## config.mk

```make
export PLATFORM = sky130hd
export DESIGN_NAME = cgpio_slot_ctrl
export DESIGN_NICKNAME = d
export VERILOG_FILES = /design/src/rtl/cgpio_pkg.sv /design/src/rtl/cgpio_slot_tx.sv /design/src/rtl/cgpio_slot_rx.sv /design/src/rtl/cgpio_wake_det.sv /design/src/rtl/cgpio_slot_ctrl.sv
export SDC_FILE = /design/constraint.sdc
export NUM_CORES = 1
export LEC_CHECK = 0
export ABC_AREA = 1
export BUFFER_PORTS_ARGS = -buffer_cell sky130_fd_sc_hd__buf_2
export CAP_MARGIN = 20
export CORE_MARGIN = 3
export CORE_UTILIZATION = 45
export CTS_CLUSTER_SIZE = 28
export DETAILED_ROUTE_END_ITERATION = 6
export PLACE_DENSITY = 0.83
export SYNTH_ARGS = -nofsm -noshare
export SYNTH_HDL_FRONTEND = slang
export SYNTH_SLANG_ARGS = --single-unit
```

## constraint.sdc

```tcl
create_clock -name clk -period 0.85 [get_ports clk]
set_clock_uncertainty 0.05 [all_clocks]
set_input_delay 0 -clock clk [delete_from_list [all_inputs] [get_ports clk]]
set_output_delay 0 -clock clk [all_outputs]
set_load 0.02 [all_outputs]
```

## src/rtl/cgpio_pkg.sv

```systemverilog
package cgpio_pkg;
  localparam int REG_W      = 32;
  localparam int SLOT_W     = 20;
  localparam int BIT_TX_EN  = 31;
  localparam int BIT_INT_EN = 30;
  localparam int BIT_WK_EN  = 29;
  localparam int BIT_INT_FL = 21;
  localparam int BIT_WK_FL  = 20;
  localparam int RSVD_HI    = 28;
  localparam int RSVD_LO    = 22;

  typedef struct packed {
    logic tx_en;
    logic int_en;
    logic wk_en;
  } ctrl_t;
endpackage

```

## src/rtl/cgpio_slot_tx.sv

```systemverilog
module cgpio_slot_tx #(
  parameter int W = 20
) (
  input  logic         clk,
  input  logic         rst,
  input  logic         en,
  input  logic [W-1:0] pins,
  output logic [W-1:0] data_o,
  output logic         tag_o
);
  always_ff @(posedge clk) begin
    if (rst) begin
      data_o <= '0;
      tag_o  <= 1'b0;
    end else begin
      tag_o  <= en;
      data_o <= en ? pins : '0;
    end
  end

  // an invalid slot never carries data
  p_tx_zero_r2: assert property (@(posedge clk) disable iff (rst)
    !tag_o |-> (data_o == '0));
endmodule

```

## src/rtl/cgpio_slot_rx.sv

```systemverilog
module cgpio_slot_rx #(
  parameter int W = 20
) (
  input  logic         clk,
  input  logic         rst,
  input  logic         stb,
  input  logic         tag,
  input  logic [W-1:0] data,
  output logic [W-1:0] status,
  output logic         evt
);
  logic take;
  assign take = stb & tag;
  assign evt  = take & data[0];

  always_ff @(posedge clk) begin
    if (rst) status <= '0;
    else if (take) status <= data;
  end

  // status only moves on a valid slot
  p_status_hold_r7: assert property (@(posedge clk) disable iff (rst)
    !take |=> $stable(status));
endmodule

```

## src/rtl/cgpio_wake_det.sv

```systemverilog
module cgpio_wake_det #(
  parameter int LANES  = 2,
  parameter int STAGES = 2
) (
  input  logic             clk,
  input  logic             rst,
  input  logic             pd,
  input  logic [LANES-1:0] lines,
  output logic             evt
);
  localparam int CHAIN_W = LANES * STAGES;

  logic [CHAIN_W-1:0] chain;
  logic [LANES-1:0]   synced, prev, rise;
  logic               armed;

  generate
    if (STAGES == 1) begin : g_one
      always_ff @(posedge clk) begin
        if (rst) chain <= '0;
        else     chain <= lines;
      end
    end else begin : g_multi
      always_ff @(posedge clk) begin
        if (rst) chain <= '0;
        else     chain <= {chain[CHAIN_W-LANES-1:0], lines};
      end
    end
  endgenerate

  assign synced = chain[CHAIN_W-1 -: LANES];

  always_ff @(posedge clk) begin
    if (rst) begin
      prev  <= '0;
      armed <= 1'b0;
    end else begin
      prev  <= synced;
      armed <= pd;
    end
  end

  assign rise = synced & ~prev;
  assign evt  = armed & pd & (|rise);

  // no wake event is produced while the codec is powered up
  p_no_wake_up_r4: assert property (@(posedge clk) disable iff (rst)
    !pd |=> !evt);
endmodule

```

## src/rtl/cgpio_slot_ctrl.sv

```systemverilog
module cgpio_slot_ctrl
  import cgpio_pkg::*;
#(
  parameter int LANES       = 2,
  parameter int SYNC_STAGES = 2
) (
  input  logic              clk,
  input  logic              rst,
  input  logic              reg_wr,
  input  logic [REG_W-1:0]  reg_wdata,
  input  logic              reg_rd,
  output logic [REG_W-1:0]  reg_rdata,
  input  logic [SLOT_W-1:0] host_pins,
  output logic [SLOT_W-1:0] tx_slot_data,
  output logic              tx_slot_tag,
  input  logic              rx_slot_stb,
  input  logic              rx_slot_tag,
  input  logic [SLOT_W-1:0] rx_slot_data,
  input  logic              codec_pd,
  input  logic [LANES-1:0]  sdin_lines,
  output logic              irq
);
  localparam int RSVD_W = RSVD_HI - RSVD_LO + 1;

  ctrl_t             ctrl;
  logic              fl_int, fl_wk, fl_int_n, fl_wk_n;
  logic              gpio_evt, wake_evt;
  logic [SLOT_W-1:0] status;
  logic [REG_W-1:0]  view;

  cgpio_slot_tx #(.W(SLOT_W)) u_tx (
    .clk(clk), .rst(rst), .en(ctrl.tx_en), .pins(host_pins),
    .data_o(tx_slot_data), .tag_o(tx_slot_tag));

  cgpio_slot_rx #(.W(SLOT_W)) u_rx (
    .clk(clk), .rst(rst), .stb(rx_slot_stb), .tag(rx_slot_tag),
    .data(rx_slot_data), .status(status), .evt(gpio_evt));

  cgpio_wake_det #(.LANES(LANES), .STAGES(SYNC_STAGES)) u_wk (
    .clk(clk), .rst(rst), .pd(codec_pd), .lines(sdin_lines), .evt(wake_evt));

  assign view = {ctrl.tx_en, ctrl.int_en, ctrl.wk_en, {RSVD_W{1'b0}},
                 fl_int, fl_wk, status};

  // a same-cycle event wins over the read's clear
  assign fl_int_n = (fl_int & ~reg_rd) | (gpio_evt & ctrl.int_en);
  assign fl_wk_n  = (fl_wk  & ~reg_rd) | (wake_evt & ctrl.wk_en);

  always_ff @(posedge clk) begin
    if (rst) begin
      ctrl      <= '0;
      fl_int    <= 1'b0;
      fl_wk     <= 1'b0;
      irq       <= 1'b0;
      reg_rdata <= '0;
    end else begin
      if (reg_wr) begin
        ctrl.tx_en  <= reg_wdata[BIT_TX_EN];
        ctrl.int_en <= reg_wdata[BIT_INT_EN];
        // setting the wake enable is honoured only while powered down
        if (!reg_wdata[BIT_WK_EN])
          ctrl.wk_en <= 1'b0;
        else if (codec_pd)
          ctrl.wk_en <= 1'b1;
      end
      fl_int <= fl_int_n;
      fl_wk  <= fl_wk_n;
      irq    <= fl_int_n | fl_wk_n;
      if (reg_rd) reg_rdata <= view;
    end
  end

  // a set attempt while powered up leaves the enable clear
  p_wk_lock_r5: assert property (@(posedge clk) disable iff (rst)
    (reg_wr && reg_wdata[BIT_WK_EN] && !codec_pd && !ctrl.wk_en) |=> !ctrl.wk_en);
  // GPIO flag rises only with its enable set
  p_int_needs_en_r3: assert property (@(posedge clk) disable iff (rst)
    $rose(fl_int) |-> $past(ctrl.int_en));
  // wake flag rises only with its enable set
  p_wk_needs_en_r4: assert property (@(posedge clk) disable iff (rst)
    $rose(fl_wk) |-> $past(ctrl.wk_en));
  // flags persist until read
  p_int_sticky_r8: assert property (@(posedge clk) disable iff (rst)
    (fl_int && !reg_rd) |=> fl_int);
  p_wk_sticky_r8: assert property (@(posedge clk) disable iff (rst)
    (fl_wk && !reg_rd) |=> fl_wk);
  // interrupt drops only as the result of a read
  p_irq_fall_r9: assert property (@(posedge clk) disable iff (rst)
    $fell(irq) |-> $past(reg_rd));
  // reserved field of the returned word is zero
  p_rsvd_zero_r6: assert property (@(posedge clk) disable iff (rst)
    reg_rdata[RSVD_HI:RSVD_LO] == '0);
endmodule

```

# [Yosys cells after proc, flatten, opt, wreduce, memory -nomap -nowiden]
# Cells that the tools add are included.
[word_totals] wordCells=34 mem_bits_ro=0 memories=0 out_inout_bits=54 ram_bits=0 register_bits=79 latch_bits=0 input_bits=81
[op_classes] multipliers=0 n_addsub=0 mux=2 n_div=0 shift=0 n_eq_ne=1 order_cmp=0 reduce_logical=3 bitwise_logic=15
[op_table] op="bitwise AND 1 bit" count=8
[op_table] op="OR reduction 2 bit" count=2
[op_table] op="OR 1 bit" count=3
[op_table] op="bitwise AND 2 bit" count=1
[op_table] op="two-way mux 1 bit" count=2
[op_table] op="!= test 2 x 1 -> 1 bit (second input constant)" count=1
[op_table] op="inverter 1 bit" count=2
[op_table] op="inverter 2 bit" count=1
[op_table] op="AND reduction 2 bit" count=1

# [Logic depth before layout (Yosys ltp)]
[depth] ltp_word=7 depth_mapped=7

# [Hierarchy]
# A second synthesis with hierarchy kept.
[hier_totals] hier_cells=327 hier_area_um2=2756.4
[by_module_without_submodules] mod="cgpio_slot_ctrl" seq_area_each_um2=620.6 cells_per_inst=144 area_per_inst_um2=1131.1 instances=1
[by_module_without_submodules] mod="cgpio_slot_rx" seq_area_each_um2=400.4 cells_per_inst=90 area_per_inst_um2=740.7 instances=1
[by_module_without_submodules] mod="cgpio_slot_tx" seq_area_each_um2=420.4 cells_per_inst=66 area_per_inst_um2=664.4 instances=1
[by_module_without_submodules] mod="cgpio_wake_det" seq_area_each_um2=140.1 cells_per_inst=27 area_per_inst_um2=220.2 instances=1

# [Least setup slack after synthesis]
# OpenSTA, ideal clock, no wires.
[synth_timing] path_kind="reg-to-reg" from="reg ctrl[2] (netlist bit)" to="reg u_tx.data_o[10]" required_ps=684 arrival_time_ps=594 setup_slack_ps=90 stages_incl_launch_ff=4 synth_period_minus_slack_ps=760 cell_sequence="dfxtp_1 -> nand2_1 -> buf_2 -> nor2_1"
[synth_via] elab_chain_len=2
[synth_rtl] item="from (decl)" line_no="cgpio_slot_ctrl.sv:25" text="ctrl_t ctrl;"
[synth_rtl] item="inverter 1 bit (no line)"
[synth_rtl] item="OR reduction 2 bit (no line)"
[synth_rtl] item="to (signal assigned)" line_no="cgpio_slot_tx.sv:17" text="data_o <= en ? pins : '0;"
[synth_rtl] item="to (decl)" line_no="cgpio_slot_tx.sv:8" text="output logic [W-1:0] data_o,"
# No other way between the ends.
# A chain may end at the register's enable or synchronous reset.

# [Worst setup path in the final report]
[layout_timing] from="reg reg_rdata[0]" to="out reg_rdata[0]"
[layout_lines] item="from (decl)" line_no="cgpio_slot_ctrl.sv:12" text="output logic [REG_W-1:0] reg_rdata,"
[layout_lines] item="from (signal assigned)" line_no="cgpio_slot_ctrl.sv:69" text="if (reg_rd) reg_rdata <= view;"
# No word-level cell between the ends.

==> reports/metrics.yaml <==
finalPower_mw: 8.36
routed_wl_um: 8180
antenna_found_initial: 0
vias: 2579
cts.htree.levels: 3
cts_tree: "built"
powerDensity_nw_per_um2: 1900
die_x_um: 84.0
post_layout_nonfiller_instances: 555
ys_warn_count: 0
clockBufferDepth: 2
violations: "negative setup slack"
rsz0062_at_grt: "true"
critPathArrivalTime_ps: 810
crit_required_ps: 800
finalSetupViolations: 3
gp_congestion: 0.762
crit_path_top_delay_cell: "dfxtp_2"
path_buf_inv: 1
fin_nets: 559
hold_viol_final: 0
rr_worst_depth: 2
final_antenna_net_count: 0
cts_sinks: 79
grt_pass1_vias: 2721
die_area_um2: 7060
drive_gt1_share_pct: 41.2
worstSetupPathDepth: 1
area_growth_syn_to_layout_pct: 61.2
crit_path_start_kind: "register"
dp_hpwl_um: 4220
slew_viol_final: 0
utilization_pct: 77.3
dp_cells: 490
via_per_inst: 4.65
syn_area_um2: 2740
cts_setup_buffers: 0
hp-class: "in -> reg"
wl_met2_um: 4540
max_freq_ghz: 1.16
final_common_cell: "nor2_1"
worstSetupPathType: "reg -> out"
io_buffers: 98
cpLargestDelayFamily: "flip-flops"
grt_overflow: 0
cp_max_fo: 2
routed-wl-met3_um: 345
grt_usage_pct: 22.6
cpPeakStageDelay_ps: 360
wl_per_cell_um: 14.7
cts.clk_slew.worst_paths_ps: 80
drt-met1-wl_um: 2920
hold_depth: 4
crit_chain: "buf_6"
grt_pass1_wl_um: 12400
cts_root_buf: "clkbuf_8"
drv_cap: 0
first_pass_iters: 4
synth_seq_area_share_pct: 57.8
ys_ff_latch: 79
clk_latency_ps: 340
start_util_pct: 48.0
p_leak_nw: 2.13
period_needed_ps: 864
avgSynthCellArea_um2: 8.37
rows: 27
ir_worst_vdd_v: 0.00140
syn_inst: 327
r2r_start: "ctrl[2]$_SDFFE_PP0P_"
fin_tns_setup_ps: -28.3
most-common-layout-cells: "nor2_1 (109), buf_2 (51), dfxtp_2 (48), dlygate4sd3_1 (48), buf_6 (47)"
core_area_um2: 5710
endpoint_kind: "primary output"
antenna_cells: 0
fin_ws_ps: -14.1
startpoint: "reg_rdata[0]$_SDFFE_PP0P_"
io-pin-count: 135
synth.distinct_cells: 22
drc: 0
hold_path_startpoint: "rst"
top_layer: "met4"
status: "complete, but fails checks"
period_share_pct: 102
cts_made_buffers: 9
die_h_um: 84.0
drt_iter0_markers: 119
grt_max_degree: 27
layer usage:
layer,GRT usage [%],vias to the layer above
li1,-,1278
met1,22.4,1166
met2,42.2,103
met3,4.05,32
met4,15.1,0
met5,0,-
path summary, 6_finish.rpt:
kind                                              endpoint  slack [ps]
worst max-delay path                          reg_rdata[0]         -10
worst min-delay path            reg_rdata[20]$_SDFFE_PP0P_           5
worst max register to register        ctrl[2]$_SDFFE_PP0P_           0
worst min register to register    u_wk.chain[3]$_SDFF_PP0_         350
kinds of logic after synthesis:
kind of cell	after synthesis	synth area share [%]
simple gates	136	19.9
flops	79	57.8
other cells	1	0.137
compound gates	50	10.2
buf+inv	61	12.0
power breakdown:
part / internal, mW / switching [mW]
registers: 3.91 / 0.114
clock network: 1.82 / 1.30
logic: 0.620 / 0.604
layout make-up:
class | instances | area (um^2)
clock buffers | 13 | 159
clock inverters | 3 | 65.1
fillers | 334 | 1300
inverters | 37 | 146
multi-input cells | 193 | 871
flip-flops and latches | 79 | 1650
well taps | 72 | 90.1
repair buffers | 158 | 1440
cell usage after synthesis, drive strengths merged:
master | count | area share [%]
nand3 | 1 | 0.18
nor2 | 119 | 17
nand2 | 16 | 2.7
inv | 37 | 5.3
dfxtp | 79 | 58
o21ai | 47 | 9.7
a21oi | 3 | 0.55
clkbuf | 2 | 0.32
conb | 1 | 0.14
buf | 22 | 6.3
sequential cells by signal (all words and copies together) (netlist names):
signal       flops
u_wk.chain       4
u_wk.armed       1
irq              1
fl_wk            1
u_rx.status     20
fl_int           1
u_tx.tag_o       1
u_wk.prev        2
reg_rdata       25
ctrl             3
u_tx.data_o     20
timing repair:
action / CTS / global route
resized for setup: 121 / 30
setup endpoints to repair: 46 / 79
hold buffers: 48 / 1
endpoints found under the hold margin: 59 / 2
gates cloned: 0 / 1
per-stage QoR:
step	cell area, um^2	setup WS, ps	hold WS [ps]
4_1_cts	4320	-15.2	-30.9
6_report	4410	-14.1	5.24
2_1_floorplan	2760	90.1	57.0
5_1_grt	4410	-54.8	21.0
3_3_place_gp	3300	52.3	152
3_5_place_dp	3300	15.3	157
(Power assumes the default switching activity.)
